### config.mk
export PLATFORM = sky130hd
export DESIGN_NAME = rxMsduMerger
export DESIGN_NICKNAME = d
export VERILOG_FILES = /design/src/rtl/rxmm_pkg.sv /design/src/rtl/rxmm_ctrl.sv /design/src/rtl/rxmm_datapath.sv /design/src/rtl/rxMsduMerger.sv
export SDC_FILE = /design/constraint.sdc
export NUM_CORES = 1
export LEC_CHECK = 0
export ABC_AREA = 1
export BUFFER_PORTS_ARGS = -buffer_cell sky130_fd_sc_hd__buf_2
export CORE_UTILIZATION = 48
export DETAILED_ROUTE_END_ITERATION = 6
export PLACE_DENSITY_LB_ADDON = 0.3
export SLEW_MARGIN = 20
export SYNTH_ARGS = -nofsm -noshare
export SYNTH_HDL_FRONTEND = slang
export SYNTH_HIERARCHICAL = 1
export SYNTH_SLANG_ARGS = --single-unit
### constraint.sdc
create_clock -name clk -period 2.1 [get_ports clk]
set_clock_uncertainty 0.05 [all_clocks]
set_input_delay 0.42 -clock clk [delete_from_list [all_inputs] [get_ports clk]]
set_output_delay 0.42 -clock clk [all_outputs]
set_load 0.02 [all_outputs]
### src/rtl/rxmm_pkg.sv
package rxmm_pkg;

  localparam int LEN_W = 14;

  // descriptor word, bit 31 down to bit 0
  typedef struct packed {
    logic             linkId;
    logic [1:0]       decap;
    logic [1:0]       chipId;
    logic             intraBss;
    logic             toDs;
    logic             fromDs;
    logic             ipFail;
    logic             l4Fail;
    logic             padMsb;
    logic             mcast;
    logic             daValid;
    logic             saValid;
    logic             drop;
    logic [LEN_W-1:0] length;
    logic             cont;
    logic             last;
    logic             first;
  } rxDesc_t;

  // control -> datapath strobes
  typedef struct packed {
    logic capture;    // opening buffer of a multi-buffer chain
    logic extend;     // further continuation buffer
    logic finish;     // closing buffer accepted
    logic emit;       // finish and not dropped
    logic dropHit;    // finish and dropped
    logic close;      // finish with last flag
    logic fresh;      // closing buffer carries first flag
    logic useStored;  // a chain was open before this buffer
  } rxStrobe_t;

endpackage

### src/rtl/rxmm_ctrl.sv
module rxmm_ctrl
  import rxmm_pkg::*;
(
  input  logic      clk,
  input  logic      rstN,
  input  logic      descValid,
  input  logic      descCont,
  input  logic      descFirst,
  input  logic      descLast,
  input  logic      descDrop,
  output logic      descReady,
  output rxStrobe_t stb,
  output logic      errContLast,
  output logic      errSeq
);
  logic inChain;
  logic mpduOpen;
  logic take;
  logic seqBad;

  assign descReady = 1'b1;
  assign take      = descValid & descReady;

  always_comb begin
    stb           = '0;
    stb.capture   = take & descCont & ~inChain;
    stb.extend    = take & descCont & inChain;
    stb.finish    = take & ~descCont;
    stb.emit      = stb.finish & ~descDrop;
    stb.dropHit   = stb.finish & descDrop;
    stb.close     = stb.finish & descLast;
    stb.fresh     = descFirst;
    stb.useStored = inChain;
  end

  // first while open, or not-first while closed
  assign seqBad = stb.finish & (descFirst == mpduOpen);

  always_ff @(posedge clk) begin
    if (!rstN) begin
      inChain     <= 1'b0;
      mpduOpen    <= 1'b0;
      errContLast <= 1'b0;
      errSeq      <= 1'b0;
    end else begin
      if (take) inChain <= descCont;
      if (stb.finish) mpduOpen <= ~descLast;
      if (take & descCont & descLast) errContLast <= 1'b1;
      if (seqBad) errSeq <= 1'b1;
    end
  end
endmodule

### src/rtl/rxmm_datapath.sv
module rxmm_datapath
  import rxmm_pkg::*;
#(
  parameter int BUF_MAX = 15,
  parameter int COUNT_W = 8,
  parameter int DROP_W  = 16,
  localparam int BUF_W  = $clog2(BUF_MAX + 1)
) (
  input  logic               clk,
  input  logic               rstN,
  input  rxStrobe_t          stb,
  input  rxDesc_t            desc,
  output logic               recValid,
  output logic [LEN_W-1:0]   recLength,
  output logic               recFirst,
  output logic               recLast,
  output logic               recSaValid,
  output logic               recDaValid,
  output logic               recMcast,
  output logic [1:0]         recPadBytes,
  output logic               recL4Fail,
  output logic               recIpFail,
  output logic               recFromDs,
  output logic               recToDs,
  output logic               recIntraBss,
  output logic [1:0]         recChipId,
  output logic [1:0]         recDecap,
  output logic               recLinkId,
  output logic [BUF_W-1:0]   recBufCount,
  output logic               recSingle,
  output logic               mpduDone,
  output logic [COUNT_W-1:0] mpduMsduCount,
  output logic [DROP_W-1:0]  dropCount
);
  localparam logic [BUF_W-1:0] BUF_CAP = BUF_W'(BUF_MAX);

  logic [LEN_W-1:0]   lenHold;
  logic [BUF_W-1:0]   bufHold;
  logic [BUF_W-1:0]   bufNext;
  logic [BUF_W-1:0]   bufTotal;
  logic [COUNT_W-1:0] msduCnt;
  logic [COUNT_W-1:0] cntBase;
  logic [COUNT_W-1:0] cntNext;

  assign bufNext  = (bufHold == BUF_CAP) ? BUF_CAP : bufHold + 1'b1;
  assign bufTotal = stb.useStored ? bufNext : BUF_W'(1);
  assign cntBase  = stb.fresh ? '0 : msduCnt;
  assign cntNext  = cntBase + {{(COUNT_W-1){1'b0}}, stb.emit};

  // chain state
  always_ff @(posedge clk) begin
    if (!rstN) begin
      lenHold <= '0;
      bufHold <= '0;
    end else if (stb.capture) begin
      lenHold <= desc.length;
      bufHold <= BUF_W'(1);
    end else if (stb.extend) begin
      bufHold <= bufNext;
    end else if (stb.finish) begin
      bufHold <= '0;
    end
  end

  // record register
  always_ff @(posedge clk) begin
    if (!rstN) begin
      recValid    <= 1'b0;
      recSingle   <= 1'b0;
      recLength   <= '0;
      recFirst    <= 1'b0;
      recLast     <= 1'b0;
      recSaValid  <= 1'b0;
      recDaValid  <= 1'b0;
      recMcast    <= 1'b0;
      recPadBytes <= '0;
      recL4Fail   <= 1'b0;
      recIpFail   <= 1'b0;
      recFromDs   <= 1'b0;
      recToDs     <= 1'b0;
      recIntraBss <= 1'b0;
      recChipId   <= '0;
      recDecap    <= '0;
      recLinkId   <= 1'b0;
      recBufCount <= '0;
    end else begin
      recValid  <= stb.emit;
      recSingle <= stb.emit & desc.first & desc.last;
      if (stb.emit) begin
        recLength   <= stb.useStored ? lenHold : desc.length;
        recFirst    <= desc.first;
        recLast     <= desc.last;
        recSaValid  <= desc.saValid;
        recDaValid  <= desc.daValid;
        recMcast    <= desc.mcast & desc.daValid;
        recPadBytes <= {desc.padMsb, 1'b0};
        recL4Fail   <= desc.l4Fail;
        recIpFail   <= desc.ipFail;
        recFromDs   <= desc.fromDs;
        recToDs     <= desc.toDs;
        recIntraBss <= desc.intraBss;
        recChipId   <= desc.chipId;
        recDecap    <= desc.decap;
        recLinkId   <= desc.linkId;
        recBufCount <= bufTotal;
      end
    end
  end

  // MPDU and drop accounting
  always_ff @(posedge clk) begin
    if (!rstN) begin
      msduCnt       <= '0;
      mpduDone      <= 1'b0;
      mpduMsduCount <= '0;
      dropCount     <= '0;
    end else begin
      mpduDone <= stb.close;
      if (stb.close) begin
        mpduMsduCount <= cntNext;
        msduCnt       <= '0;
      end else if (stb.finish) begin
        msduCnt <= cntNext;
      end
      if (stb.dropHit && dropCount != {DROP_W{1'b1}}) dropCount <= dropCount + 1'b1;
    end
  end
endmodule

### src/rtl/rxMsduMerger.sv
module rxMsduMerger
  import rxmm_pkg::*;
#(
  parameter int BUF_MAX = 15,
  parameter int COUNT_W = 8,
  parameter int DROP_W  = 16,
  localparam int BUF_W  = $clog2(BUF_MAX + 1)
) (
  input  logic               clk,
  input  logic               rstN,
  input  logic               descValid,
  input  logic [31:0]        descWord,
  output logic               descReady,
  output logic               recValid,
  output logic [13:0]        recLength,
  output logic               recFirst,
  output logic               recLast,
  output logic               recSaValid,
  output logic               recDaValid,
  output logic               recMcast,
  output logic [1:0]         recPadBytes,
  output logic               recL4Fail,
  output logic               recIpFail,
  output logic               recFromDs,
  output logic               recToDs,
  output logic               recIntraBss,
  output logic [1:0]         recChipId,
  output logic [1:0]         recDecap,
  output logic               recLinkId,
  output logic [BUF_W-1:0]   recBufCount,
  output logic               recSingle,
  output logic               mpduDone,
  output logic [COUNT_W-1:0] mpduMsduCount,
  output logic [DROP_W-1:0]  dropCount,
  output logic               errContLast,
  output logic               errSeq
);
  rxDesc_t   desc;
  rxStrobe_t stb;

  assign desc = rxDesc_t'(descWord);

  rxmm_ctrl i_ctrl (
    .clk         (clk),
    .rstN        (rstN),
    .descValid   (descValid),
    .descCont    (desc.cont),
    .descFirst   (desc.first),
    .descLast    (desc.last),
    .descDrop    (desc.drop),
    .descReady   (descReady),
    .stb         (stb),
    .errContLast (errContLast),
    .errSeq      (errSeq)
  );

  rxmm_datapath #(
    .BUF_MAX (BUF_MAX),
    .COUNT_W (COUNT_W),
    .DROP_W  (DROP_W)
  ) i_datapath (
    .clk           (clk),
    .rstN          (rstN),
    .stb           (stb),
    .desc          (desc),
    .recValid      (recValid),
    .recLength     (recLength),
    .recFirst      (recFirst),
    .recLast       (recLast),
    .recSaValid    (recSaValid),
    .recDaValid    (recDaValid),
    .recMcast      (recMcast),
    .recPadBytes   (recPadBytes),
    .recL4Fail     (recL4Fail),
    .recIpFail     (recIpFail),
    .recFromDs     (recFromDs),
    .recToDs       (recToDs),
    .recIntraBss   (recIntraBss),
    .recChipId     (recChipId),
    .recDecap      (recDecap),
    .recLinkId     (recLinkId),
    .recBufCount   (recBufCount),
    .recSingle     (recSingle),
    .mpduDone      (mpduDone),
    .mpduMsduCount (mpduMsduCount),
    .dropCount     (dropCount)
  );
endmodule

=== Word-level counts from Yosys, hierarchy flattened ===
Cells that the tools add are included.

* Input bits: 35
* Word-level logic and storage cells: 64
* Memories: 0
* Flip-flop bits (word level): 91
* Output and inout port bits: 65
* Memory bits (writable): 0
* Bits in latches: 0
* ROM bits: 0

* $add $sub $neg: 3
* Multipliers: 0
* Shift-type cells: 0
* Bitwise logic cells: 17
* Equal/unequal tests: 3
* Reduce and logical (&&, ||, !) cells: 5
* Div/mod/pow operators: 0
* Muxes and demuxes: 7
* Order comparisons: 0

{| class="wikitable"
|+ Operators with widths
! cell !! count
|-
| $add 16x1->16 const B || 1
|-
| $mux 4 || 4
|-
| $ne 16x16->1 const B || 1
|-
| $mux 14 || 1
|-
| $and 1x1->1 || 12
|-
| $add 8x1->8 || 1
|-
| $mux 8 || 1
|-
| $not 1->1 || 5
|-
| $add 4x1->4 const B || 1
|-
| $eq 4x4->1 const B || 1
|-
| $reduce_or 2->1 || 2
|-
| $reduce_bool 3->1 || 1
|-
| $reduce_bool 2->1 || 1
|-
| $eq 1x1->1 || 1
|-
| $logic_and 1x1->1 || 1
|-
| $mux 1 || 1
|}

=== Logic depth before layout (Yosys ltp) ===
Gate-level depths: netlist (run 1).

* Depth after elaboration: 5
* Depth in mapped cells: 14
* Depth with buffers taken out: 14

=== By module ===
The synthesis (run 1) kept the hierarchy.

{| class="wikitable"
|+ Modules (own cells, without submodules)
! module !! cells each !! area each (µm²) !! sequential area each (µm²) !! times used
|-
| rxmm_datapath || 521 || 3738.6 || 1741.7 || 1
|-
| rxmm_ctrl || 33 || 235.2 || 80.1 || 1
|}

=== Worst setup path before layout (run 1) ===
OpenSTA, ideal clock, no wires.

* Kind: input to register
* From: input descValid
* To: register i_datapath.msduCnt[6]
* Data required time: 1.935 ns
* Data arrival time: 1.869 ns
* Stages on the path: 13
* Library setup time: 0.115 ns
* Path buffers: 0
* Path slack: 0.065 ns
* Cell sequence: inv_2 -> nor2_4 -> inv_2 -> nor2_1 -> ha_1 -> ha_1 -> nand2_1 -> nor2_1 -> nand3_1 -> nand2_1 -> nand2_1 -> o21ai_0 -> inv_1

{| class="wikitable"
|+ RTL lines
! what !! line !! source
|-
| start: declaration || rxMsduMerger.sv:11 || <nowiki>input logic descValid,</nowiki>
|-
| end signal: assignment || rxmm_datapath.sv:123 || <nowiki>msduCnt <= cntNext;</nowiki>
|-
| end: declaration || rxmm_datapath.sv:41 || <nowiki>logic [COUNT_W-1:0] msduCnt;</nowiki>
|}

=== Final worst setup path (run 1) ===
* From: register i_datapath.msduCnt[0]
* To: register i_datapath.msduCnt[6]

* Cells in the longest elaborated chain, start to end: 2

{| class="wikitable"
|+ RTL lines
! what !! line !! source
|-
| $mux 8 || rxmm_datapath.sv:47 || <nowiki>assign cntBase = stb.fresh ? '0 : msduCnt;</nowiki>
|-
| $add 8x1->8 || rxmm_datapath.sv:48 || <nowiki>assign cntNext = cntBase + {{(COUNT_W-1){1'b0}}, stb.emit};</nowiki>
|}

Every way passes these cells.
A chain may end at the register's enable or synchronous reset.

==> impl_metrics.csv, run 1 <==
group,metric,value,unit
synthesis,synth-seq-cells,91,
cts,clkTransAtPathRegs,0.09,ns
synthesis,synthAdderAreaFrac,1.57,%
synthesis,synth_top_area_share,45.8,%
detailed_routing,initialDrtViolationCount,205,
cts,ctsRootBufferMaster,"clkbuf_8",
pwr,p_per_area,690,mW/mm²
pwr,sw_frac_of_total,26.5,%
sta,min_period_over_period,84.7,%
synthesis,yosysWarnings,6,
finish,antennaDiodeCount,0,
synthesis,synthDistinctLibCells,31,
global_routing,antenna_found_initial,0,
synthesis,synthArstFlopShare,0,%
worst_setup_path,crit_family,"simple AND/OR/NAND/NOR gates",
sta,setup_ws,0.322,ns
pwr,switching_power,0.864,mW
global_routing,grt_pass1_vias,3613,
cts,numCtsBuffers,9,
floorplanning,die_x,93.0,µm
cts,h-tree-depth,3,
finish,area_growth,19.0,%
synthesis,synth_top_family_by_area,"simple AND/OR/NAND/NOR gates",
worst_setup_path,critPathArrivalTime,1.97,ns
floorplanning,pin_count,100,
floorplanning,fp.coreArea,0.00785,mm²
synthesis,syn_inst,554,
finish,layout.nets,688,
finish,instances_no_fill,755,
worst_setup_path,start_kind,"flop",
worst_setup_path,crit_slowest_cell,"dfxtp_1",
pwr,p_int,2.40,mW
cts,numClockSinks,91,
synthesis,synth_fp_nets,594,
floorplanning,start_util,50.6,%
global_routing,grt_pass1_wl,15.6,mm
placement,io_buffers,97,
detailed_routing,drt-pass1-iter-count,5,
worst_setup_path,path_common_cell,"nand2_1",
worst_setup_path,worstSetupPathType,"reg2reg",
placement,dpl.hpwl,6.66,mm
floorplanning,die-area,0.00865,mm²
worst_setup_path,slowest_delay,0.32,ns
synthesis,yosys.cell_count.top_type,"nand2_1",
placement,dpl.cell_count,739,
synthesis,avgSynthCellArea,7.17,µm²
pwr,total_power,3.26,mW
global_routing,grt_usage,22.6,%
detailed_routing,vias,3856,
pwr,p_clk_share,34.0,%
synthesis,synthTopCellsByCount,"123 x nand2_1, 91 x dfxtp_1, 85 x nor2_1",
sta,max_freq,563,MHz
cts,tritoncts,"built",
synthesis,synth-simple-area-share,29.4,%
pwr,p_leak,2.35,nW
placement,post_dp_cell_area,0.00454,mm²
pwr,p_seq_share,55.8,%
floorplanning,placementRows,32,
sta,rsz0062_at_grt,"false",
floorplanning,die_height,93.0,µm
synthesis,synthXorXnorAreaFrac,0.882,%
finish,final_area,0.00473,mm²
cts,clkLatencyLatePin,0.35,ns
pwr,p_comb_share,10.2,%
sta,period_needed,1.78,ns
cts,cts_max_path_buffers,2,
sta,fin_tns_setup,0,ns
sta,slew_violations,0,
sta,setup_viol,0,
synthesis,synth_compound_area_share,14.0,%
global_routing,overflow,0,
sta,hold_viol,0,
min_path,min_path_type,"in2reg",
detailed_routing,routedWlPerCell,12.2,µm
detailed_routing,routed_via_density,5.11,
synthesis,netlist_area,0.00397,mm²
detailed_routing,ant_nets,0,
placement,place.gp.congestion,0.856,
synthesis,synth_area_leader_cell,"dfxtp_1",
synthesis,synthMuxAreaShare,0,%
sta,timing.hold.ws,0.202,ns
synthesis,synth-edff-count,0,
finish,final_util,60.3,%
synthesis,synth_ff_type,"dfxtp_1",
placement,pre_cts_ws,-0.0254,ns
status,status,"complete, no violations",
worst_setup_path,crit_required,2.29,ns
detailed_routing,drc,0,
global_routing,grt_max_degree,33,
worst_setup_path,crit_chain,"inv_1 > nor2_1 > ha_1 > ha_1 > nand2_1 > nor2_1 > nand3_1 > nand2_1 > nand2_1 > o21ai_0 > inv_1",
cts,ctsResizeCount,0,
finish,drive_above_1_share,22.5,%
pwr,irDropWorstVdd,441,µV
cts,postCtsSetupRepairBufs,0,
worst_setup_path,endpoint_kind,"flop",
flow_run,cap_violations,0,
worst_setup_path,critPathMaxFanout,3,
worst_setup_path,crit_buf_inv,2,
synthesis,ys_seq_area_share,45.8,%
synthesis,ys_top_cells_by_area,"dfxtp_1 46%, nand2_1 12%, nor2_1 8.0%, a21oi_1 6.4%, o21ai_0 5.5%",
detailed_routing,routed_wl,9.23,mm
cts,ctsHoldBuffers,0,
## cells by family (layout without fill, tap and decap cells)
| kind of cell | Yosys count | count (layout) |
|---|---|---|
| and+or+nand+nor | 270 | 270 |
| AOI/OAI and AO/OA | 105 | 105 |
| DFF | 91 | 91 |
| buffers and inverters | 77 | 176 |
| adders and majority gates | 5 | 5 |
| xor gates and xnor gates | 4 | 4 |
| other | 2 | 2 |
## layout by cell type, fill, tap and decap left out, drive strengths merged
cell,netlist,layout
nand2,127,127
buf,12,108
nor2,92,92
dfxtp,91,91
a21oi,52,52
inv,52,52
o21ai,44,44
nand3,42,42
clkbuf,13,11
ha,5,5
nand4,4,4
nor3,3,3
xor2,3,3
clkinv,0,3
clkinvlp,0,2
o21a,2,2
conb,2,2
a22o,2,2
nand3b,2,2
o211ai,2,2
a211oi,1,1
xnor2,1,1
a31o,1,1
o221ai,1,1
## flip-flops by register name, indices dropped and copies added, names as in the netlist, 4 cells and up
signal and count:
i_datapath/bufHold 4, i_datapath/lenHold 14, i_datapath/recBufCount 4, i_datapath/mpduMsduCount 8, i_datapath/dropCount 16, i_datapath/msduCnt 8, i_datapath/recLength 14
## worst paths after layout
kind | startpoint | to | slack, ns | cells past startpoint
min | descWord[18] | i_datapath/recSaValid | 0.20 | 3
min reg2reg | i_datapath/mpduMsduCount[2] | i_datapath/mpduMsduCount[2] | 0.41 | 2
max reg2reg | i_datapath/msduCnt[0] | i_datapath/msduCnt[6] | 0.32 | 11
max | i_datapath/msduCnt[0] | i_datapath/msduCnt[6] | 0.32 | 11
## final cells by class
class / instances / area (µm²)
tap: 102 / 128
multi-input combinational: 386 / 1830
fill: 768 / 3120
clock buffer: 11 / 151
inverter: 52 / 195
clock inverter: 5 / 37.5
timing repair buffer: 108 / 568
sequential: 91 / 1820
## power groups by stage
stage | clock network [mW] | registers, mW | logic, mW
2_1_floorplan | 0 | 1.90 | 0.175
5_1_grt | 1.21 | 1.83 | 0.371
3_5_place_dp | 0 | 1.86 | 0.332
6_report | 1.11 | 1.82 | 0.332
3_3_place_gp | 0 | 1.86 | 0.324
4_1_cts | 1.14 | 1.82 | 0.333
## metal layers
layer  vias to the layer above  global-route usage (%)  wire, µm
met5                         -                       0         0
met4                         0                    9.62       169
li1                       1960                       -         -
met3                        16                    5.37       664
met1                      1749                    26.2      3950
met2                       131                    39.5      4440
## worst reg2reg max path, stage by stage (launching register included)
cell	delay [ns]
dfxtp_1	0.32
inv_1	0.05
nor2_1	0.16
ha_1	0.18
ha_1	0.17
nand2_1	0.06
nor2_1	0.21
nand3_1	0.10
nand2_1	0.08
nand2_1	0.05
o21ai_0	0.18
inv_1	0.07
(Power assumes the default switching activity.)
==> run 2, diff against run 1 <==
--- a/config.mk
+++ b/config.mk
@@ -5,9 +5,9 @@
 export SDC_FILE = /design/constraint.sdc
 export NUM_CORES = 1
 export LEC_CHECK = 0
-export ABC_AREA = 1
+export ABC_AREA = 0
 export BUFFER_PORTS_ARGS = -buffer_cell sky130_fd_sc_hd__buf_2
-export CORE_UTILIZATION = 48
+export CORE_UTILIZATION = 50
 export DETAILED_ROUTE_END_ITERATION = 6
 export PLACE_DENSITY_LB_ADDON = 0.3
 export SLEW_MARGIN = 20
==> constraint.sdc (replaced) <==
create_clock -name clk -period 1.82 [get_ports clk]
set_clock_uncertainty 0.05 [all_clocks]
set_input_delay 0.364 -clock clk [delete_from_list [all_inputs] [get_ports clk]]
set_output_delay 0.364 -clock clk [all_outputs]
set_load 0.02 [all_outputs]
==> impl_metrics.csv, run 2 <==
group,metric,value,unit
detailed_routing,routed_via_density,5.41,
worst_setup_path,rr_startpoint,"i_datapath/dropCount[8]",
synthesis,synth_top_area_share,45.9,%
sta,hold_viol,0,
global_routing,grt_pass1_wl,15.0,mm
synthesis,synth-simple-area-share,22.4,%
synthesis,synth_ff_type,"dfxtp_1",
floorplanning,fp.coreArea,0.00769,mm²
pwr,p_per_area,806,mW/mm²
cts,numClockSinks,91,
synthesis,synthArstFlopShare,0,%
synthesis,synth_compound_area_share,12.5,%
cts,ctsHoldBuffers,0,
global_routing,antenna_found_initial,0,
placement,dpl.hpwl,6.40,mm
worst_setup_path,endpoint_kind,"flop",
synthesis,synthXorXnorAreaFrac,1.32,%
floorplanning,start_util,51.6,%
finish,instances_no_fill,641,
finish,final_util,64.6,%
min_path,whs_path_depth,3,
cts,ctsRootBufferMaster,"clkbuf_8",
finish,multi_input_area,0.00205,mm²
detailed_routing,drc,0,
synthesis,yosysWarnings,6,
synthesis,netlist_area,0.00397,mm²
synthesis,synthMuxAreaShare,12.4,%
synthesis,synthDistinctLibCells,60,
sta,fin_tns_setup,0,ns
detailed_routing,drt-pass1-iter-count,4,
worst_setup_path,r2r_slack,0.11,ns
synthesis,synth_area_leader_cell,"dfxtp_1",
worst_setup_path,slowest_delay,0.48,ns
finish,final_cell_mix,"97 x buf_2, 91 x dfxtp_1, 63 x nor2_1",
floorplanning,die_x,91.1,µm
finish,antennaDiodeCount,0,
cts,clkTransAtPathRegs,0.09,ns
synthesis,synthAdderAreaFrac,1.58,%
pwr,irDropWorstVdd,538,µV
worst_setup_path,crit_family,"simple AND/OR/NAND/NOR gates",
sta,slew_violations,0,
pwr,p_leak,2.12,nW
worst_setup_path,reg2reg_to,"i_datapath/dropCount[15]",
floorplanning,pin_count,100,
synthesis,synth-edff-count,0,
worst_setup_path,crit_buf_inv,0,
finish,largest-register,"i_datapath/dropCount",
synthesis,ys_seq_area_share,45.9,%
status,status,"complete, no violations",
global_routing,overflow,0,
worst_setup_path,path_common_cell,"or3_1",
synthesis,synth_top_family_by_area,"simple AND/OR/NAND/NOR gates",
synthesis,avgSynthCellArea,9.32,µm²
finish,area_growth,25.0,%
worst_setup_path,crit_slowest_cell,"dfxtp_1",
floorplanning,die_height,91.1,µm
worst_setup_path,critPathMaxFanout,9,
detailed_routing,initialDrtViolationCount,128,
finish,register_area,0.00182,mm²
global_routing,grt_usage,22.3,%
worst_setup_path,critPathArrivalTime,1.95,ns
finish,final_common_cell,"buf_2",
floorplanning,placementRows,32,
placement,place.gp.congestion,0.809,
worst_setup_path,crit_chain,"nand4_4 > or3_1 > or3_1 > a21oi_1",
worst_setup_path,start_kind,"flop",
detailed_routing,routedWlPerCell,14.0,µm
cts,clkLatencyLatePin,0.36,ns
detailed_routing,vias,3470,
worst_setup_path,r2r_cells,4,
flow_run,cap_violations,0,
floorplanning,die-area,0.00830,mm²
placement,pre_cts_ws,-0.236,ns
synthesis,synth-seq-cells,91,
placement,io_buffers,97,
pwr,total_power,4.00,mW
sta,max_freq,584,MHz
sta,period_needed,1.71,ns
cts,tritoncts,"built",
finish,fill_cells,635,
min_path,min_from,"descWord[28]",
cts,h-tree-depth,3,
worst_setup_path,crit_required,2.06,ns
min_path,hold-path-endpoint,"i_datapath/recChipId[1]",
sta,setup_ws,0.107,ns
synthesis,synth_fp_nets,466,
synthesis,syn_inst,426,
global_routing,grt_max_degree,57,
finish,largest_reg_flops,16,
cts,cts_max_path_buffers,2,
synthesis,ys_top_cells_by_area,"dfxtp_1 46%, mux2i_1 12%, nor2_1 6.1%, a211oi_1 2.8%, a21oi_1 2.1%",
global_routing,grt_pass1_vias,3312,
sta,min_period_over_period,94.1,%
cts,numCtsBuffers,9,
detailed_routing,ant_nets,0,
sta,setup_viol,0,
synthesis,synthTopCellsByCount,"91 x dfxtp_1, 64 x nor2_1, 49 x mux2i_1",
placement,dpl.cell_count,624,
finish,layout.nets,574,
detailed_routing,routed_wl,8.95,mm
finish,top_regs,"i_datapath/dropCount (16), i_datapath/lenHold (14), i_datapath/recLength (14)",
synthesis,yosys.cell_count.top_type,"dfxtp_1",
finish,drive_above_1_share,29.7,%
worst_setup_path,worstSetupPathType,"reg2reg",
sta,rsz0062_at_grt,"true",
min_path,min_path_type,"in2reg",
==> run 2: changes by cell type after synthesis, moves of 6 or more <==
cell,before,now
a211oi_1,1,15
a21oi_1,51,17
a31oi_1,0,6
and2_1,0,7
inv_1,47,7
mux2i_1,0,49
nand2_1,123,20
nand2b_1,0,10
nand3_1,37,11
nor2_1,85,64
nor2b_1,0,7
o21ai_0,44,12
or3_1,0,9
==> run 2: how the worst max path moves through the flow <==
stage	start	to	slack (ns)	cells after the start
after floorplan	descValid	i_datapath/msduCnt[6]	-0.02	8
after global placement	descWord[2]	i_datapath/mpduMsduCount[6]	-0.12	9
after detailed placement	descWord[2]	i_datapath/msduCnt[6]	-0.24	9
after CTS	i_datapath/msduCnt[0]	i_datapath/msduCnt[6]	0.08	7
after global routing	i_datapath/msduCnt[0]	i_datapath/msduCnt[6]	-0.02	7
final	i_datapath/dropCount[8]	i_datapath/dropCount[15]	0.11	4
==> run 2: kinds of logic after synthesis <==
| kind of cell | count (synthesis) |
|---|---|
| AND/OR/NAND/NOR | 166 |
| flip-flops | 91 |
| AO/OA/AOI/OAI | 73 |
| multiplexers | 49 |
| buffers and inverters | 34 |
| XOR/XNOR | 6 |
| adder cells (fa/ha/maj) | 5 |
| other | 2 |
==> run 2: routing by layer <==
metal  vias up  part of all wire (%)  global-route usage, %
li1       1733                     -                      -
met1      1646                    43                   26.5
met2        80                    52                   40.0
met3        11                   4.2                   3.69
met4         0                   1.5                   8.47
met5         -                     0                      0
==> run 2: power breakdown <==
| group | internal [mW] | switching [mW] |
|---|---|---|
| clock network | 0.789 | 0.739 |
| logic | 0.165 | 0.227 |
| registers | 2.05 | 0.0297 |
==> run 2: final cells by class <==
cell class | instances | area share (%)
tap | 102 | 2.57
timing repair buffer | 123 | 14.2
multi-input combinational | 301 | 41.4
clock buffer | 10 | 2.57
clock inverter | 6 | 1.92
inverter | 8 | 0.605
sequential | 91 | 36.7
==> run 2: worst min-delay path: stages <==
cell,delay [ns]
buf_2,0.07
mux2i_1,0.05
nor2_1,0.07
==> run 2: timing repair <==
action,CTS,global route
cloned,0,0
endpoints found under the hold margin,0,0
resized for setup,1,2
pin swaps,0,1
setup buffers,0,1
setup endpoints to repair,1,7
==> run 2: stage by stage <==
stage               instance area (µm²)  hold WS, ns
floorplan                          4010        0.402
global placement                   4720        0.402
detailed placement                 4720        0.413
CTS                                4940        0.180
global route                       4960        0.187
finish                             4960        0.188
